==> config.mk <==
export PLATFORM = sky130hd
export DESIGN_NAME = xirq_ctrl
export DESIGN_NICKNAME = d
export VERILOG_FILES = /design/src/rtl/xirq_pkg.sv /design/src/rtl/xirq_sync.sv /design/src/rtl/xirq_edge.sv /design/src/rtl/xirq_regs.sv /design/src/rtl/xirq_ctrl.sv
export SDC_FILE = /design/constraint.sdc
export NUM_CORES = 1
export LEC_CHECK = 0
export BUFFER_PORTS_ARGS = -buffer_cell sky130_fd_sc_hd__clkbuf_2
export CAP_MARGIN = 20
export CORE_UTILIZATION = 40
export DETAILED_ROUTE_END_ITERATION = 7
export PLACE_DENSITY = 0.64
export SYNTH_ARGS = -nofsm -noshare
export SYNTH_HDL_FRONTEND = slang
export SYNTH_SLANG_ARGS = --single-unit
==> constraint.sdc <==
create_clock -name clk -period 1.5 [get_ports clk]
set_input_delay 0.15 -clock clk [delete_from_list [all_inputs] [get_ports clk]]
set_output_delay 0.15 -clock clk [all_outputs]
set_load 0.02 [all_outputs]
==> src/rtl/xirq_pkg.sv <==
package xirq_pkg;
  localparam int IDX_W = 3;

  typedef enum logic [IDX_W-1:0] {
    IDX_IEN  = 3'd0,
    IDX_EEN  = 3'd1,
    IDX_RSEL = 3'd2,
    IDX_FSEL = 3'd3,
    IDX_SWT  = 3'd4,
    IDX_PEND = 3'd5
  } reg_idx_e;
endpackage

==> src/rtl/xirq_sync.sv <==
// Two-flop synchroniser, one chain per implemented line.
module xirq_sync #(
  parameter int W = 20
) (
  input  logic         clk,
  input  logic         rst,
  input  logic [W-1:0] async_i,
  output logic [W-1:0] sync_o
);
  for (genvar g = 0; g < W; g++) begin : g_line
    logic meta_q, stab_q;
    always_ff @(posedge clk) begin
      if (rst) begin
        meta_q <= 1'b0;
        stab_q <= 1'b0;
      end else begin
        meta_q <= async_i[g];
        stab_q <= meta_q;
      end
    end
    assign sync_o[g] = stab_q;
  end
endmodule

==> src/rtl/xirq_edge.sv <==
// Compares each synchronised level with its previous sample and qualifies the
// transition with the per-line polarity selects.
module xirq_edge #(
  parameter int W = 32
) (
  input  logic         clk,
  input  logic         rst,
  input  logic [W-1:0] level_i,
  input  logic [W-1:0] rise_en_i,
  input  logic [W-1:0] fall_en_i,
  output logic [W-1:0] hit_o
);
  logic [W-1:0] prev_q;

  always_ff @(posedge clk) begin
    if (rst) prev_q <= '0;
    else     prev_q <= level_i;
  end

  always_comb begin
    for (int i = 0; i < W; i++) begin
      hit_o[i] = (level_i[i] & ~prev_q[i] & rise_en_i[i]) |
                 (~level_i[i] & prev_q[i] & fall_en_i[i]);
    end
  end
endmodule

==> src/rtl/xirq_regs.sv <==
// Register file: enables, polarity selects, software trigger and pending flags.
module xirq_regs
  import xirq_pkg::*;
#(
  parameter int DATA_W    = 32,
  parameter int NUM_LINES = 20
) (
  input  logic              clk,
  input  logic              rst,
  input  logic              acc_en,
  input  logic              acc_wr,
  input  logic [IDX_W-1:0]  acc_idx,
  input  logic [DATA_W-1:0] acc_wdata,
  output logic [DATA_W-1:0] acc_rdata,
  input  logic [DATA_W-1:0] hit_i,
  output logic [DATA_W-1:0] ien_o,
  output logic [DATA_W-1:0] een_o,
  output logic [DATA_W-1:0] rsel_o,
  output logic [DATA_W-1:0] fsel_o,
  output logic [DATA_W-1:0] swt_o,
  output logic [DATA_W-1:0] pend_o,
  output logic [DATA_W-1:0] set_o,
  output logic [DATA_W-1:0] clr_o
);
  localparam logic [DATA_W-1:0] IMPL =
    (NUM_LINES >= DATA_W) ? {DATA_W{1'b1}} : ((DATA_W'(1) << NUM_LINES) - DATA_W'(1));

  logic [DATA_W-1:0] ien_q, een_q, rsel_q, fsel_q, swt_q, pend_q, rdata_q;
  logic [DATA_W-1:0] wmask, sw_set, pend_nxt, swt_nxt, rd_mux;
  logic              wr_ok;

  assign wr_ok = acc_en & acc_wr;
  assign wmask = acc_wdata & IMPL;

  always_comb begin
    sw_set = '0;
    clr_o  = '0;
    if (wr_ok && acc_idx == IDX_SWT)  sw_set = wmask;
    if (wr_ok && acc_idx == IDX_PEND) clr_o  = wmask;
  end

  assign set_o    = (hit_i & IMPL) | sw_set;
  assign pend_nxt = (pend_q & ~clr_o) | set_o;
  assign swt_nxt  = (swt_q | sw_set) & pend_nxt;

  always_ff @(posedge clk) begin
    if (rst) begin
      ien_q  <= '0;
      een_q  <= '0;
      rsel_q <= '0;
      fsel_q <= '0;
      swt_q  <= '0;
      pend_q <= '0;
    end else begin
      pend_q <= pend_nxt;
      swt_q  <= swt_nxt;
      if (wr_ok) begin
        case (acc_idx)
          IDX_IEN:  ien_q  <= wmask;
          IDX_EEN:  een_q  <= wmask;
          IDX_RSEL: rsel_q <= wmask;
          IDX_FSEL: fsel_q <= wmask;
          default:  ;
        endcase
      end
    end
  end

  always_comb begin
    case (acc_idx)
      IDX_IEN:  rd_mux = ien_q;
      IDX_EEN:  rd_mux = een_q;
      IDX_RSEL: rd_mux = rsel_q;
      IDX_FSEL: rd_mux = fsel_q;
      IDX_SWT:  rd_mux = swt_q;
      IDX_PEND: rd_mux = pend_q;
      default:  rd_mux = '0;
    endcase
  end

  always_ff @(posedge clk) begin
    if (rst)                  rdata_q <= '0;
    else if (acc_en && !acc_wr) rdata_q <= rd_mux;
  end

  assign acc_rdata = rdata_q;
  assign ien_o  = ien_q;
  assign een_o  = een_q;
  assign rsel_o = rsel_q;
  assign fsel_o = fsel_q;
  assign swt_o  = swt_q;
  assign pend_o = pend_q;
endmodule

==> src/rtl/xirq_ctrl.sv <==
module xirq_ctrl
  import xirq_pkg::*;
#(
  parameter int DATA_W    = 32,
  parameter int NUM_LINES = 20
) (
  input  logic                 clk,
  input  logic                 rst,
  input  logic [NUM_LINES-1:0] ext_i,
  input  logic                 acc_en,
  input  logic                 acc_wr,
  input  logic [IDX_W-1:0]     acc_idx,
  input  logic [DATA_W-1:0]    acc_wdata,
  output logic [DATA_W-1:0]    acc_rdata,
  output logic                 irq_o,
  output logic                 evt_o
);
  logic [NUM_LINES-1:0] sync_lv;
  logic [DATA_W-1:0]    level_w, hit_w;
  logic [DATA_W-1:0]    ien_q, een_q, rsel_q, fsel_q, swt_q, pend_q, set_vec, clr_vec;
  logic                 irq_q, evt_q;

  xirq_sync #(.W(NUM_LINES)) u_sync (
    .clk(clk), .rst(rst), .async_i(ext_i), .sync_o(sync_lv)
  );

  always_comb begin
    level_w = '0;
    level_w[NUM_LINES-1:0] = sync_lv;
  end

  xirq_edge #(.W(DATA_W)) u_edge (
    .clk(clk), .rst(rst), .level_i(level_w),
    .rise_en_i(rsel_q), .fall_en_i(fsel_q), .hit_o(hit_w)
  );

  xirq_regs #(.DATA_W(DATA_W), .NUM_LINES(NUM_LINES)) u_regs (
    .clk(clk), .rst(rst),
    .acc_en(acc_en), .acc_wr(acc_wr), .acc_idx(acc_idx),
    .acc_wdata(acc_wdata), .acc_rdata(acc_rdata),
    .hit_i(hit_w),
    .ien_o(ien_q), .een_o(een_q), .rsel_o(rsel_q), .fsel_o(fsel_q),
    .swt_o(swt_q), .pend_o(pend_q), .set_o(set_vec), .clr_o(clr_vec)
  );

  always_ff @(posedge clk) begin
    if (rst) begin
      irq_q <= 1'b0;
      evt_q <= 1'b0;
    end else begin
      irq_q <= |(pend_q & ien_q);
      evt_q <= |(hit_w & een_q);
    end
  end

  assign irq_o = irq_q;
  assign evt_o = evt_q;
endmodule

==> impl_metrics.toml <==
[status]
outcome = "complete, no violations"

[routing]
vias = 7141
drc = 0
drtIter0Drc = 554
firstDrtPassIters = 7
wire_per_inst_um = 16.8
routed_wl_um = 23100
vias_per_cell = 5.19
postRouteAntennaNets = 0

[grt]
grt_pass1_wl_um = 36400
met1_usage_pct = 30.9
grt_max_degree = 53
use_met3_pct = 3.70
busiest_layer = "met2"
grt_pass1_vias = 6604
gr-total-overflow = 0
use_met2_pct = 33.3
antenna_found_initial = 0
grt_usage_pct = 21.7

[setup_path]
path_class = "register to register"
arrival_ns = 1.83
r2r_cells = 5
cp-end-kind = "register"
cpMaxStageDelayCell = "dfxtp_1"
cp.required_ns = 1.87
cp_slowest_stage_delay_ns = 0.35
critical_path_buf_inv_count = 0
crit_cells = 5
cpLargestDelayFamily = "compound AO/OA/AOI/OAI gates"
cp-start-kind = "register"
worstPathCellList = "nand3b_1, o21a_1, a2bb2oi_1, nand4b_1, o31a_1"
crit_fanout = 3

[timing]
setup_tns_ns = 0
setup_viol = 0
clock_skew_ns = 0.00972
holdWs_ns = 0.182
hold_viol_final = 0
period_share_pct = 97.3
slew_viol_final = 0
rsz0062_at_grt = "false"
min_period_ns = 1.46
fmax_mhz = 685

[finish]
fin_nets = 1150
fin_area_mm2 = 0.0104
fillers = 1922
finalNonFillerCells = 1376
postLayoutCoreUtil_pct = 51.8
antennaDiodeCount = 0
seqCellArea_mm2 = 0.00405
multi_input_area_mm2 = 0.00376
drive_above_1_share_pct = 18.5
area_growth_pct = 27.1

[pwr]
power_density_mw_per_mm2 = 1140
ir_drop_v = 0.000788
power_leakage_uw = 0.00391

[worst_hold_path]
hp-class = "input pin to register"
min_delay_path_depth = 5

[clock_network]
cts.reportedPaths.clkPinSlew_ns = 0.07
clock-root-buffer = "clkbuf_16"
numClockSinks = 202
tritoncts = "done"
htree_levels = 1
cts_made_buffers = 22
clock_latency_ns = 0.51
cts.path.max_buffers = 3

[synthesis]
ys_seq_area_share_pct = 49.2
async_flop_share_pct = 0
synth_flop_cell = "dfxtp_1"
synth_warnings = 0
yosys.area.top_type_share_pct = 49.2
yosysTopAreaCell = "dfxtp_1"
ys_seq_elements = 202
synth_edf_count = 0
synthTopCellsByArea = "dfxtp_1 49%, nand2_1 7.8%, a21oi_1 6.9%, nor2b_1 6.5%, mux2i_1 4.3%"
post_synth_num_cell_types = 44
syn-cell-area_mm2 = 0.00822
synth.avg_cell_area_um2 = 8.70
postSynthCellCount = 945

[placement]
dp_cells = 1296
hpwlAfterDp_um = 15900
portBuffers = 68
place_area_mm2 = 0.00928
gp_congestion = 0.857

[floorplanning]
core_area_mm2 = 0.0202
rows = 52
fp.dieH_um = 145
ios = 93
dieArea_mm2 = 0.0211
initial_core_util_pct = 40.7
die_w_um = 145

[job]
drv_cap = 0
## worst paths after layout
check                                           from                                 end  slack [ns]
setup / recovery      u_regs.rsel_o[11]$_SDFFE_PP0P_                    evt_o$_SDFF_PP0_        0.04
hold / removal                                acc_wr    u_regs.acc_rdata[5]$_SDFFE_PP0P_        0.18
setup reg to reg      u_regs.rsel_o[11]$_SDFFE_PP0P_                    evt_o$_SDFF_PP0_        0.04
hold reg to reg   u_sync.g_line[4].meta_q$_SDFF_PP0_  u_sync.g_line[4].stab_q$_SDFF_PP0_        0.43
## Yosys cell counts, drive strengths merged (2+ instances only)
master	n
nor2	41
nor3	7
inv	29
o21a	6
o221ai	4
clkbuf	37
nor2b	86
nand3	12
a211oi	7
and3	2
nand2	170
dfxtp	202
buf	38
a31oi	7
nand4	2
a22o	14
a222oi	7
mux2	13
mux2i	35
a22oi	14
o21ai	45
nor4	3
a2bb2oi	2
nand3b	20
a221oi	6
a21oi	114
o211ai	6
a221o	8
## repair_timing
item	4_1_cts	5_1_grt
gates resized for setup	1	5
pin swaps	1	4
hold buffers	41	0
endpoints found under the hold margin	89	0
endpoints found under the setup margin	1	1
buffers inserted	0	0
## worst register-to-register path, stage by stage (launching register included)
cell and delay, ns:
dfxtp_1 0.35, nand3b_1 0.10, o21a_1 0.22, a2bb2oi_1 0.19, nand4b_1 0.12, o31a_1 0.35
## placed cells by master, fill, tap and decap left out, types with 3 or more instances in the layout
cell type and n:
a211oi_1 7, a21oi_1 114, a221o_1 8, a221oi_1 6, a222oi_1 7, a22o_1 14
a22oi_1 13, a31oi_1 7, buf_12 9, buf_4 68, clkbuf_1 3, clkbuf_16 23
clkbuf_2 67, clkbuf_8 4, clkinv_2 5, conb_1 12, dfxtp_1 201, dlygate4sd3_1 41
inv_1 27, mux2_2 12, mux2i_1 35, nand2_1 170, nand3_1 12, nand3b_1 20
nor2_1 41, nor2b_1 84, nor3_1 6, nor4_4 3, o211ai_1 6, o21a_1 6
o21ai_0 41, o21ai_1 4, o221ai_1 4
## per-layer routing
layer | part of all wire, % | up-vias
li1 | - | 3511
met1 | 47 | 3326
met2 | 44 | 252
met3 | 6.3 | 52
met4 | 3.2 | 0
met5 | 0 | -
## metrics by stage
| stage | total power, uW | worst slack (ns) |
|---|---|---|
| after global placement | 6470 | -0.208 |
| after global routing | 12300 | 0.00648 |
| after floorplan | 6130 | 0.148 |
| after CTS | 12000 | 0.00198 |
| final | 12000 | 0.0410 |
| after detailed placement | 6480 | -0.158 |
## power by group
group	internal (uW)	switching (uW)
logic	376	510
clock network	3330	2160
registers	5490	74.2
total	9200	2750
## logic make-up after synthesis
kind of cell | share of synthesized area [%]
flops | 49.2
mux | 6.32
other cells | 0.0456
compound gates | 18.1
simple gates | 20.4
buf+inv | 5.95
## layout make-up
cell class              instances  area share [%]
clock inverters                 9           0.959
clock buffers                  30            6.15
repair buffers                186            13.9
inverters                      29            1.04
well taps                     270            3.24
multi-input cells             650            36.0
flip-flops and latches        202            38.7
Note: power is estimated with default switching activity, not from simulation.
